[src/rtl/t1_alarm_pkg.sv]
package t1_alarm_pkg;

    typedef enum logic [1:0] {
        FMT_D4_BIT2 = 2'd0,
        FMT_D4_FBIT = 2'd1,
        FMT_ESF     = 2'd2,
        FMT_NONE    = 2'd3
    } frm_mode_e;

    typedef enum logic [1:0] {
        LOS_IDLE,
        LOS_DECLARED,
        LOS_RECOVER
    } los_state_e;

    typedef enum logic {
        AIS_OFF,
        AIS_ON
    } ais_state_e;

    typedef enum logic {
        RAI_OFF,
        RAI_ON
    } rai_state_e;

endpackage

[src/rtl/t1_los_mon.sv]
module t1_los_mon
    import t1_alarm_pkg::*;
#(
    parameter int ZERO_RUN = 192,
    parameter int WIN      = 112,
    parameter int ONES     = 14
) (
    input  logic clk,
    input  logic rst,
    input  logic bit_en,
    input  logic bit_val,
    output logic los
);
    localparam int RW = $clog2(ZERO_RUN + 1);
    localparam int WW = $clog2(WIN + 1);
    localparam int OW = $clog2(ONES + 1);

    los_state_e      st_q, st_n;
    logic [RW-1:0]   run_q, run_n;
    logic [WW-1:0]   win_q, win_n;
    logic [OW-1:0]   ones_q, ones_n;

    always_ff @(posedge clk) begin
        if (rst) begin
            st_q   <= LOS_IDLE;
            run_q  <= '0;
            win_q  <= '0;
            ones_q <= '0;
        end else begin
            st_q   <= st_n;
            run_q  <= run_n;
            win_q  <= win_n;
            ones_q <= ones_n;
        end
    end

    always_comb begin
        st_n   = st_q;
        run_n  = run_q;
        win_n  = win_q;
        ones_n = ones_q;
        unique case (st_q)
            LOS_IDLE: begin
                if (bit_en) begin
                    if (bit_val) begin
                        run_n = '0;
                    end else if (run_q == RW'(ZERO_RUN - 1)) begin
                        st_n  = LOS_DECLARED;
                        run_n = '0;
                    end else begin
                        run_n = run_q + RW'(1);
                    end
                end
            end
            LOS_DECLARED: begin
                // recovery window opens on the first one
                if (bit_en && bit_val) begin
                    st_n   = LOS_RECOVER;
                    win_n  = WW'(1);
                    ones_n = OW'(1);
                end
            end
            LOS_RECOVER: begin
                if (bit_en) begin
                    win_n  = win_q + WW'(1);
                    ones_n = ones_q + OW'(bit_val);
                    if (ones_n == OW'(ONES)) begin
                        st_n  = LOS_IDLE;
                        run_n = '0;
                    end else if (win_n == WW'(WIN)) begin
                        st_n = LOS_DECLARED;
                    end
                end
            end
            default: st_n = LOS_IDLE;
        endcase
    end

    always_comb begin
        los = (st_q != LOS_IDLE);
    end

endmodule

[src/rtl/t1_ais_mon.sv]
module t1_ais_mon
    import t1_alarm_pkg::*;
#(
    parameter int WIN       = 4632,
    parameter int MAX_ZEROS = 4
) (
    input  logic clk,
    input  logic rst,
    input  logic bit_en,
    input  logic bit_val,
    input  logic lof,
    output logic ais
);
    localparam int CW = $clog2(WIN);
    localparam int ZW = $clog2(MAX_ZEROS + 2);
    localparam logic [ZW-1:0] ZSAT = ZW'(MAX_ZEROS + 1);

    ais_state_e    st_q, st_n;
    logic [CW-1:0] cnt_q, cnt_n;
    logic [ZW-1:0] zc_q, zc_n, zsum;

    always_ff @(posedge clk) begin
        if (rst) begin
            st_q  <= AIS_OFF;
            cnt_q <= '0;
            zc_q  <= '0;
        end else begin
            st_q  <= st_n;
            cnt_q <= cnt_n;
            zc_q  <= zc_n;
        end
    end

    always_comb begin
        st_n  = st_q;
        cnt_n = cnt_q;
        zc_n  = zc_q;
        zsum  = (bit_val || zc_q == ZSAT) ? zc_q : zc_q + ZW'(1);
        if (bit_en) begin
            if (cnt_q == CW'(WIN - 1)) begin
                cnt_n = '0;
                zc_n  = '0;
                unique case (st_q)
                    AIS_OFF: if (lof && zsum <= ZW'(MAX_ZEROS)) st_n = AIS_ON;
                    AIS_ON:  if (zsum > ZW'(MAX_ZEROS))         st_n = AIS_OFF;
                    default: st_n = AIS_OFF;
                endcase
            end else begin
                cnt_n = cnt_q + CW'(1);
                zc_n  = zsum;
            end
        end
        if (!lof) begin
            st_n = AIS_OFF;
        end
    end

    always_comb begin
        ais = (st_q == AIS_ON);
    end

endmodule

[src/rtl/t1_rai_mon.sv]
module t1_rai_mon
    import t1_alarm_pkg::*;
#(
    parameter int CHANS      = 256,
    parameter int B2_SET     = 254,
    parameter int FRAME_W    = 4,
    parameter int FBIT_FRAME = 12,
    parameter int HIST       = 16,
    parameter int HIST_CLR   = 14
) (
    input  logic               clk,
    input  logic               rst,
    input  frm_mode_e          mode,
    input  logic               bit_val,
    input  logic               b2_stb,
    input  logic               fb_stb,
    input  logic [FRAME_W-1:0] frame_num,
    input  logic               fdl_stb,
    input  logic [7:0]         fdl_byte,
    output logic               rai
);
    localparam int CW = $clog2(CHANS);
    localparam int ZW = $clog2(CHANS + 1);
    localparam int HW = $clog2(HIST + 1);

    rai_state_e      st_q, st_n;
    frm_mode_e       mode_q;
    logic [CW-1:0]   ch_q, ch_n;
    logic [ZW-1:0]   bz_q, bz_n, bz_sum;
    logic            fp_q, fp_n, fv_q, fv_n;
    logic            ph_q, ph_n;
    logic [7:0]      pb_q, pb_n;
    logic [HIST-1:0] hist_q, hist_n;
    logic [HW-1:0]   fill_q, fill_n;

    always_ff @(posedge clk) begin
        if (rst) begin
            st_q   <= RAI_OFF;
            mode_q <= mode;
            ch_q   <= '0;
            bz_q   <= '0;
            fp_q   <= 1'b0;
            fv_q   <= 1'b0;
            ph_q   <= 1'b0;
            pb_q   <= '0;
            hist_q <= '0;
            fill_q <= '0;
        end else begin
            st_q   <= st_n;
            mode_q <= mode;
            ch_q   <= ch_n;
            bz_q   <= bz_n;
            fp_q   <= fp_n;
            fv_q   <= fv_n;
            ph_q   <= ph_n;
            pb_q   <= pb_n;
            hist_q <= hist_n;
            fill_q <= fill_n;
        end
    end

    always_comb begin
        st_n   = st_q;
        ch_n   = ch_q;
        bz_n   = bz_q;
        fp_n   = fp_q;
        fv_n   = fv_q;
        ph_n   = ph_q;
        pb_n   = pb_q;
        hist_n = hist_q;
        fill_n = fill_q;
        bz_sum = bz_q + ZW'(!bit_val);
        if (mode != mode_q) begin
            st_n   = RAI_OFF;
            ch_n   = '0;
            bz_n   = '0;
            fp_n   = 1'b0;
            fv_n   = 1'b0;
            ph_n   = 1'b0;
            pb_n   = '0;
            hist_n = '0;
            fill_n = '0;
        end else begin
            unique case (mode)
                FMT_D4_BIT2: begin
                    if (b2_stb) begin
                        if (ch_q == CW'(CHANS - 1)) begin
                            ch_n = '0;
                            bz_n = '0;
                            st_n = (bz_sum >= ZW'(B2_SET)) ? RAI_ON : RAI_OFF;
                        end else begin
                            ch_n = ch_q + CW'(1);
                            bz_n = bz_sum;
                        end
                    end
                end
                FMT_D4_FBIT: begin
                    if (fb_stb && frame_num == FRAME_W'(FBIT_FRAME)) begin
                        fp_n = bit_val;
                        fv_n = 1'b1;
                        if (fv_q && fp_q && bit_val) begin
                            st_n = RAI_ON;
                        end else if (fv_q && !fp_q && !bit_val) begin
                            st_n = RAI_OFF;
                        end
                    end
                end
                FMT_ESF: begin
                    if (fdl_stb) begin
                        ph_n = !ph_q;
                        pb_n = fdl_byte;
                        if (ph_q) begin
                            hist_n = {hist_q[HIST-2:0],
                                      (pb_q == 8'h00) && (fdl_byte == 8'hFF)};
                            fill_n = (fill_q == HW'(HIST)) ? fill_q : fill_q + HW'(1);
                            if (fill_n == HW'(HIST)) begin
                                if (&hist_n) begin
                                    st_n = RAI_ON;
                                end else if ($countones(hist_n) <= HIST_CLR) begin
                                    st_n = RAI_OFF;
                                end
                            end
                        end
                    end
                end
                FMT_NONE: st_n = RAI_OFF;
                default:  st_n = RAI_OFF;
            endcase
        end
    end

    always_comb begin
        rai = (st_q == RAI_ON);
    end

endmodule

[src/rtl/t1_rx_alarm_det.sv]
module t1_rx_alarm_det
    import t1_alarm_pkg::*;
#(
    parameter int LOS_ZEROS     = 192,
    parameter int LOS_WIN       = 112,
    parameter int LOS_ONES      = 14,
    parameter int AIS_WIN       = 4632,
    parameter int AIS_MAX_ZEROS = 4,
    parameter int B2_CHANS      = 256,
    parameter int B2_SET        = 254,
    parameter int FRAME_W       = 4,
    parameter int FBIT_FRAME    = 12,
    parameter int FDL_HIST      = 16,
    parameter int FDL_CLR       = 14
) (
    input  logic               clk,
    input  logic               rst,
    input  logic               rx_bit,
    input  logic               rx_bit_en,
    input  logic               ch_bit2_stb,
    input  logic               fbit_stb,
    input  logic [FRAME_W-1:0] frame_num,
    input  logic               fdl_stb,
    input  logic [7:0]         fdl_byte,
    input  logic               lof,
    input  logic [1:0]         fmt_sel,
    output logic               los,
    output logic               ais,
    output logic               rai
);

    t1_los_mon #(
        .ZERO_RUN (LOS_ZEROS),
        .WIN      (LOS_WIN),
        .ONES     (LOS_ONES)
    ) u_los (
        .clk     (clk),
        .rst     (rst),
        .bit_en  (rx_bit_en),
        .bit_val (rx_bit),
        .los     (los)
    );

    t1_ais_mon #(
        .WIN       (AIS_WIN),
        .MAX_ZEROS (AIS_MAX_ZEROS)
    ) u_ais (
        .clk     (clk),
        .rst     (rst),
        .bit_en  (rx_bit_en),
        .bit_val (rx_bit),
        .lof     (lof),
        .ais     (ais)
    );

    t1_rai_mon #(
        .CHANS      (B2_CHANS),
        .B2_SET     (B2_SET),
        .FRAME_W    (FRAME_W),
        .FBIT_FRAME (FBIT_FRAME),
        .HIST       (FDL_HIST),
        .HIST_CLR   (FDL_CLR)
    ) u_rai (
        .clk       (clk),
        .rst       (rst),
        .mode      (frm_mode_e'(fmt_sel)),
        .bit_val   (rx_bit),
        .b2_stb    (ch_bit2_stb),
        .fb_stb    (fbit_stb),
        .frame_num (frame_num),
        .fdl_stb   (fdl_stb),
        .fdl_byte  (fdl_byte),
        .rai       (rai)
    );

endmodule

[config.mk]
export PLATFORM = sky130hd
export DESIGN_NAME = t1_rx_alarm_det
export DESIGN_NICKNAME = d
export VERILOG_FILES = /design/src/rtl/t1_alarm_pkg.sv /design/src/rtl/t1_los_mon.sv /design/src/rtl/t1_ais_mon.sv /design/src/rtl/t1_rai_mon.sv /design/src/rtl/t1_rx_alarm_det.sv
export SDC_FILE = /design/constraint.sdc
export NUM_CORES = 1
export LEC_CHECK = 0
export BUFFER_PORTS_ARGS = -buffer_cell sky130_fd_sc_hd__buf_4
export CAP_MARGIN = 25
export CORE_AREA = 2 2 183 95
export DETAILED_ROUTE_END_ITERATION = 12
export DIE_AREA = 0 0 185 97
export PLACE_DENSITY = 0.57
export SYNTH_ARGS = -nofsm -noshare
export SYNTH_HDL_FRONTEND = slang
export SYNTH_SLANG_ARGS = --single-unit
[constraint.sdc]
create_clock -name clk -period 13.97 [get_ports clk]
set_input_delay 0 -clock clk [delete_from_list [all_inputs] [get_ports clk]]
set_output_delay 0 -clock clk [all_outputs]
set_load 0.02 [all_outputs]
* Word level (Yosys, flattened, before mapping)
Cells that the tools add are included.
** Cells by class
- $add $sub $neg :: 23
- Magnitude comparators :: 4
- Equality and inequality tests :: 31
- Multiplexer cells :: 41
- Bitwise operators :: 2
- Reductions and logical operators :: 30
** Operator list (number)
- $add A32 B32 Y32 :: 7
- $mux W8 :: 6
- $le A32 B5 Y1 const B :: 1
- $eq A8 B8 Y1 const B :: 3
- $add A1 B1 Y2 :: 8
- $add A8 B1 Y8 const B :: 2
- $pmux W8 S2 :: 1
- $reduce_and A16 Y1 :: 1
- $mux W2 :: 7
- $mux W7 :: 2
- $ne A2 B1 Y1 const B :: 7
- $pmux W7 S2 :: 1
- $add A13 B1 Y13 const B :: 1
- $eq A13 B13 Y1 const B :: 1
- $mux W1 :: 13
- $mux W13 :: 1
- $eq A5 B5 Y1 const B :: 2
- $ne A2 B2 Y1 const B :: 5
- $add A9 B1 Y9 :: 1
- $ge A9 B8 Y1 const B :: 1
- $mux W9 :: 1
- $ne A3 B1 Y1 const B :: 3
- $eq A4 B4 Y1 const B :: 2
- $logic_and A1 B1 Y1 :: 8
- other kinds (30) :: 46
** Storage, ports and cells
- Register bits :: 89
- Input bits :: 22
- Output and inout bits :: 3
- Word-level logic and storage cells :: 148

* Logic depth before layout (Yosys ltp)
Gate-level depths: netlist of the first run.
- Depth in word-level cells :: 13
- Gate-level depth with buffers :: 19
- Gate-level depth less buffers :: 19

* Cells and area by module
Synthesis of the first run repeated with hierarchy kept, for this count alone.
** Unflattened totals
- Cells, all modules :: 583
- Area, all modules :: 4916.0 um^2
** By module, submodules not included
- t1_rai_mon :: times used 1, cells each 349, area an instance 2846.5 um^2, seq. area each 1021.0 um^2
- t1_los_mon :: times used 1, cells each 139, area an instance 1207.4 um^2, seq. area each 420.4 um^2
- t1_ais_mon :: times used 1, cells each 95, area an instance 862.1 um^2, seq. area each 340.3 um^2

* Worst setup path after synthesis of the first run
No wires, ideal clock.
- Kind :: reg2reg
- From :: register u_rai.pb_q[1]
- To :: register u_rai.st_q, in the netlist u_rai.rai
- Setup time :: 0.115 ns
- Arrival time :: 4.511 ns
- Data required time :: 13.855 ns
- Setup slack :: 9.343 ns
- Cell stages (with the launch flop) :: 18
- Path buffers :: 0
- Clock period less this slack :: 4.627 ns
- Path through :: dfxtp_1 > nor4bb_1 > and4_1 > ha_1 > inv_1 > fa_1 > fa_1 > fa_1 > inv_1 > fa_1 > ha_1 > fa_1 > xnor2_1 > nor2_1 > o31ai_1 > o311ai_0 > and3_1 > o21ba_2
** On the way
- Cells in the longest elaborated chain, start to end :: 9
- Elaborated cells between the ends (all ways) :: 15
- Those cells by class :: add/sub (4); order compare (1); eq/ne (1); mux (5); reduce/logical (4)
** Ends and longest elaborated chain
- start: declaration :: line t1_rai_mon.sv:32 : logic [7:0] pb_q, pb_n;
- start signal: assignment :: line t1_rai_mon.sv:56 : pb_q <= pb_n;
- $logic_not A8 Y1 (*) :: line t1_rai_mon.sv:114 : (pb_q == 8'h00) && (fdl_byte == 8'hFF)};
- $logic_and A1 B1 Y1 (*) :: line t1_rai_mon.sv:114
- $add A1 B1 Y2 (not written as such) :: line t1_rai_mon.sv:119 : end else if ($countones(hist_n) <= HIST_CLR) begin
- $add A32 B32 Y32 (not written as such) (3 in series) :: line t1_rai_mon.sv:119
- $le A32 B5 Y1 :: line t1_rai_mon.sv:119
- $ne A3 B1 Y1 (no line)
- $reduce_and A8 Y1 (no line)
- end signal: assignment :: line t1_rai_mon.sv:49 : st_q <= st_n;
- end: declaration :: line t1_rai_mon.sv:26 : rai_state_e st_q, st_n;
Every way passes the cells marked *; elsewhere a longest branch is shown, timed or not. The select of a mux whose other input is x is not followed.
A chain may end at the register's enable or synchronous reset.

* Final worst setup path of the first run
- From :: register u_rai.pb_q[7]
- To :: register u_rai.st_q, in the netlist u_rai.rai
Same word-level chain as after synthesis.

==> metrics.md, run 1 <==
| Metric | Value |
|---|---|
| Power density cells | `93.2 nW/um^2` |
| Yosys warnings | `0` |
| EDFF count, synth | `0` |
| ANT nets after route | `0` |
| # diodes | `0` |
| Root Buffer | `clkbuf_16` |
| Post-CTS setup repair buffer count | `0` |
| Status | `finished clean` |
| Ys flop type | `dfxtp_1` |
| Yosys top cell area share | `36.8%` |
| CP max stage cell | `fa_1` |
| Die area | `17900 um^2` |
| Crit Path Class | `register to register` |
| Number of placement rows | `33` |
| Post-synth top cells | `dfxtp_1 (89), nand2_1 (72), nor2_1 (68)` |
| Layout cell share with drive strength beyond 1 | `8.86%` |
| Mapped Nets | `641` |
| CP startpoint kind | `register` |
| Share of async-settable or async-resettable flops after synthesis | `0%` |
| CTS tree | `done` |
| Total CTS buffers | `9` |
| Vias in the first global route | `3963` |
| Setup violators final | `0` |
| RSZ-0062 raised after global routing | `false` |
| Crit-path cells | `nor4bb_1 > and4_1 > ha_1 > inv_1 > fa_1 > fa_1 > fa_1 > inv_1 > fa_1 > ha_1 > fa_1 > xnor2_1 > nor2_1 > o31ai_1 > o311ai_0 > and3_1 > o21ba_2` |
| Max stage delay on crit path | `550 ps` |
| Final #Nets | `675` |
| Worst min-delay path class | `input pin to register` |
| # H-tree levels | `3` |
| Post-synth top area cell | `dfxtp_1` |
| VDD IR max | `0.0000674 V` |
| Minimum clock period | `5010 ps` |
| First DRT Iteration DRCs | `154` |
| Area contributors post-synth | `dfxtp_1 (37%), ha_1 (6.7%), a21oi_1 (6.2%)` |
| I/O Buffers | `24` |
| Top-count cell post-synth | `dfxtp_1` |
| Crit path max fanout | `2` |
| Max-slew headroom | `32.8%` |
| IO Pins | `25` |
| Fin. Hold Viols | `0` |
| Yosys reg bits | `89` |
| Post-Synthesis Cells | `582` |
| Req. time, crit path | `14200 ps` |
| Setup TNS | `0 ps` |
| Core Box Area | `16200 um^2` |
| Max Slew Vio Count | `0` |
| Global-route wire length before repair | `17800 um` |
| Max_cap viols | `0` |
| Post-Route WL | `10200 um` |
| Syn Area/Cell | `8.32 um^2` |
| Actual slew at the worst max-slew pin | `1010 ps` |
| Clock Sinks | `89` |
| Final core occ | `35.1%` |
| DP HPWL | `7020 um` |
| Kind of cell adding the most delay to the critical path | `adder cells` |
| Vias | `4085` |
| Global Route Usage Sum | `11.9%` |
| Drt pass-1 iters | `5` |
| Wire length per cell | `12.1 um` |
| Largest net degree at the start of global routing | `44` |
| Distinct cells, synth | `64` |
| DRC | `0` |
| Critical Path AT | `5250 ps` |
| Worst-path clk slew | `60 ps` |
| FILL cells | `1736` |
| Fmax | `199 MHz` |
| Max Clock Skew | `6.39 ps` |
| Crit end category | `register` |
| Initial antenna violation count | `0` |
| Crit share post-route | `35.9%` |
| Seq/Total Area, Yosys | `36.8%` |
| LEAKAGE | `2.13 nW` |
| Clk Latency, worst-skew pair | `340 ps` |
| Total grt overflow | `0` |
| Clock buffer depth | `2` |
| Number of vias per cell | `4.82` |
| Die height | `97 um` |
| Post-Syn Area | `4840 um^2` |
| Layout area overhead | `17.4%` |
| Worst path most repeated cell | `fa_1` |
| WP buf/inv | `2` |
| Global placement routability congestion | `0.792` |
| Die W | `185 um` |
| Initial Util | `29.9%` |
[tightest hold or removal path, delay by kind of cell]
kind | cells | cell delay, ps
AOI/OAI and AO/OA | 1 | 50
buffers and inverters | 1 | 150
and+or+nand+nor | 1 | 90
[per-stage QoR]
stage	total power, W	hold WS [ps]	worst slack (ps)	instances	instance area, um^2
after floorplan	0.000279	27.7	9340	582	4840
after global placement	0.000288	186	9120	813	5190
after detailed placement	0.000288	188	8980	813	5190
after CTS	0.000538	5.12	8930	848	5680
after global routing	0.000550	20.3	8710	848	5680
final	0.000529	9.37	8960	848	5680
[state kept, by name (all words and copies together) (netlist names), 2 cells and up]
register,cells
u_los.run_q,8
u_rai.mode_q,2
u_ais.cnt_q,13
u_rai.pb_q,8
u_rai.ch_q,8
u_rai.bz_q,9
u_rai.hist_q,15
u_los.st_q,2
u_ais.zc_q,3
u_los.win_q,7
u_los.ones_q,4
u_rai.fill_q,5
[what timing repair did]
item | CTS | global route
setup endpoints to repair | 0 | 0
gates resized for setup | 0 | 0
hold endpoints to repair | 12 | 0
hold buffers | 19 | 0
[layer usage]
layer	track usage, %	vias up	wire, um	part of all wire, %
met2	21.2	38	4940	48
met4	3.72	0	130	1.3
li1	-	2096	-	-
met5	0	-	0	0
met1	14.5	1941	4960	48
met3	2.26	10	202	2.0
[area by class of cell]
class / count / area [um^2] / share of cell area, %
clock buffer: 12 / 246 / 4.34
clock inverter: 4 / 52.6 / 0.925
inverter: 32 / 120 / 2.11
multi-input combinational: 440 / 2820 / 49.6
sequential: 89 / 1780 / 31.4
tap: 227 / 284 / 5.00
timing repair buffer: 44 / 378 / 6.65
[path summary, 6_finish.rpt]
| path | start | to | slack, ps | depth (start not counted) |
|---|---|---|---|---|
| worst max-delay path | u_rai.pb_q[7]$_SDFFE_PP0P_ | u_rai.rai$_SDFFE_PP0P_ | 8960 | 17 |
| worst min-delay path | fdl_stb | u_rai.pb_q[0]$_SDFFE_PP0P_ | 9 | 3 |
| worst max register to register | u_rai.pb_q[7]$_SDFFE_PP0P_ | u_rai.rai$_SDFFE_PP0P_ | 8960 | 17 |
| worst min register to register | u_rai.pb_q[2]$_SDFFE_PP0P_ | u_rai.pb_q[2]$_SDFFE_PP0P_ | 460 | 2 |
[placed cells by master (no fill, tap or decap), types with 11 or more instances in the layout]
cell type      instances
dlygate4sd3_1         19
xor2_1                19
nand3_1               27
o21ai_0               20
fa_1                  11
nand2_1               72
nand4_1               15
inv_1                 32
nor2_1                68
ha_1                  26
and3_1                11
dfxtp_1               89
a21oi_1               60
buf_4                 25
[where the power goes]
part / internal, W / switching [W] / total (W)
logic: 0.0000125 / 0.0000162 / 0.0000287
clock network: 0.000144 / 0.0000998 / 0.000244
registers: 0.000255 / 0.00000166 / 0.000257
[cell families after synthesis]
kind of cell	count (synthesis)	share of synthesized area (%)
DFF	89	36.8
and+or+nand+nor	257	26.8
AOI/OAI and AO/OA	113	14.0
adders and majority gates	37	11.3
xor gates and xnor gates	27	4.89
muxes	6	1.24
buffers and inverters	53	4.96
No activity file was read; power rests on OpenSTA's default activity.
==> run 2, diff against run 1 <==
- PLACE_DENSITY: 0.57 -> 0.58
- clock period: 13.97 -> 4.2 ns (I/O delays scaled with it)
==> metrics.md, run 2 (synthesis gave the netlist of run 1 again) <==
| Metric | Value |
|---|---|
| LEAKAGE | `2.14 nW` |
| FF-to-FF End | `u_rai.rai$_SDFFE_PP0P_` |
| Flop2flop setup slack | `-500 ps` |
| Worst-path clk slew | `70 ps` |
| Power density cells | `305 nW/um^2` |
| Crit end category | `register` |
| Final core occ | `35.5%` |
| First DRT Iteration DRCs | `172` |
| Clock group share of total power | `45.9%` |
| DP HPWL | `6880 um` |
| Multi-input logic area | `2860 um^2` |
| Layout area overhead | `18.8%` |
| IO Pins | `25` |
| Die W | `185 um` |
| Initial Util | `29.9%` |
| DRC | `0` |
| Max Clock Skew | `8.52 ps` |
| Storage cell area | `1780 um^2` |
| Worst Hold Endpoint | `u_los.win_q[3]$_SDFFE_PP0P_` |
| Hold depth | `2` |
| Cell Int Power | `0.00137 W` |
| Total grt overflow | `0` |
| Die height | `97 um` |
| Crit path max fanout | `2` |
| Clk Latency, worst-skew pair | `340 ps` |
| Net Sw Power | `0.000388 W` |
| Minimum clock period | `4700 ps` |
| ANT nets after route | `0` |
| Initial antenna violation count | `0` |
| Fmax | `213 MHz` |
| Setup violators final | `1` |
| VDD IR max | `0.000175 V` |
| Die area | `17900 um^2` |
| Total CTS buffers | `9` |
| Reg power frac | `48.7%` |
| Clock buffer depth | `2` |
| Fin. Hold Viols | `0` |
| Crit share post-route | `112%` |
| Req. time, crit path | `4430 ps` |
| I/O Buffers | `24` |
| Vias in the first global route | `4093` |
| Layout cell share with drive strength beyond 1 | `11.4%` |
| Core Box Area | `16200 um^2` |
| Setup TNS | `-504 ps` |
| Commonest cells after routing, fill and taps aside | `dfxtp_1 (88), nand2_1 (72), nor2_1 (67)` |
| CTS tree | `done` |
| Top reg by flops | `u_rai.hist_q` |
| Critical Path AT | `4930 ps` |
| Global placement routability congestion | `0.814` |
| RR Startpoint | `u_rai.pb_q[5]$_SDFFE_PP0P_` |
| Status | `finished with violations` |
| FILL cells | `1677` |
| Max Slew Vio Count | `0` |
| Final #Nets | `679` |
| Hold slack final | `32.2 ps` |
| Wire length per cell | `11.9 um` |
| Number of placement rows | `33` |
| Max_cap viols | `0` |
| Crit Path Class | `register to register` |
| Number of vias per cell | `4.82` |
| Largest net degree at the start of global routing | `44` |
| Largest regs | `u_rai.hist_q (15), u_ais.cnt_q (13), u_rai.bz_q (9)` |
| Post-Route WL | `10100 um` |
| Max-slew headroom | `48.8%` |
| Final instance area | `5750 um^2` |
| Most common cell after layout, fill and taps aside | `dfxtp_1` |
| Max FFs per register | `15` |
| Vias | `4103` |
| RSZ-0062 raised after global routing | `true` |
| Global-route wire length before repair | `18200 um` |
| Comb power frac | `5.4%` |
| Global Route Usage Sum | `12.1%` |
| Clock Sinks | `89` |
| R2R depth | `17` |
| Root Buffer | `clkbuf_16` |
| Worst min-delay path class | `input pin to register` |
| CP startpoint kind | `register` |
| # diodes | `0` |
| Setup WS post-layout | `-504 ps` |
| Sw Ratio | `22.1%` |
| Area of placed instances | `5240 um^2` |
| Hold_sp | `rst` |
| Actual slew at the worst max-slew pin | `766 ps` |
| Violated checks | `negative setup slack` |
| # H-tree levels | `3` |
| Drt pass-1 iters | `4` |
## run 2: cell count changes in the layout (fill, tap and decap cells not counted), sizes merged
cell / before / now
buf: 25 / 29
clkinvlp: 0 / 2
clkbuf: 12 / 11
clkinv: 3 / 2
## run 2: layer usage
metal,share of wire (%),GRT usage [%]
met4,0.69,3.60
met2,49,21.3
met5,0,0
met3,2.1,2.37
met1,48,14.9
## run 2: what timing repair did
item,CTS,global route
gates resized for setup,1,3
setup buffers,0,1
hold endpoints to repair,12,0
endpoints found under the setup margin,1,1
hold buffers,19,0
pin swaps,2,6
## run 2: worst max path at each step
stage	startpoint	end	slack, ps	cells past startpoint
floorplan	u_rai.pb_q[4]$_SDFFE_PP0P_	u_rai.rai$_SDFFE_PP0P_	-230	17
global placement	u_rai.pb_q[5]$_SDFFE_PP0P_	u_rai.rai$_SDFFE_PP0P_	-400	17
detailed placement	u_rai.pb_q[7]$_SDFFE_PP0P_	u_rai.rai$_SDFFE_PP0P_	-530	17
CTS	u_rai.pb_q[0]$_SDFFE_PP0P_	u_rai.rai$_SDFFE_PP0P_	-520	17
global route	u_rai.pb_q[5]$_SDFFE_PP0P_	u_rai.rai$_SDFFE_PP0P_	-720	17
finish	u_rai.pb_q[5]$_SDFFE_PP0P_	u_rai.rai$_SDFFE_PP0P_	-500	17
## run 2: layout make-up
type	instances	area share, %
flip-flops and latches	89	31.0
clock buffers	11	4.22
repair buffers	48	7.09
clock inverters	5	0.957
inverters	32	2.09
well taps	227	4.94
multi-input cells	440	49.7
## run 2: stage by stage
stage                     power [W]  worst slack (ps)  instances
final                       0.00176              -504        852
after global routing        0.00183              -718        852
after CTS                   0.00178              -525        851
after detailed placement   0.000958              -534        816
after global placement     0.000957              -402        816
after floorplan            0.000927              -228        582
## run 2: critical path, cell delays in order, from the launching register on
cell      delay [ps]
dfxtp_1          320
nor4bb_2         290
and4_1           270
ha_2             200
inv_2             40
fa_1             470
fa_1             510
fa_1             520
inv_1             50
fa_1             480
ha_2             190
fa_2             440
nand3_2           70
nor2_2            50
o31ai_2          210
o311ai_1         110
and3_1           180
o21ba_2          190
## run 2: power by group through the flow
stage	logic (W)	registers [W]	clock network (W)
after floorplan	0.0000546	0.000872	0
after global placement	0.0000839	0.000873	0
after detailed placement	0.0000845	0.000873	0
after CTS	0.0000955	0.000854	0.000832
after global routing	0.000106	0.000855	0.000865
final	0.0000957	0.000855	0.000805
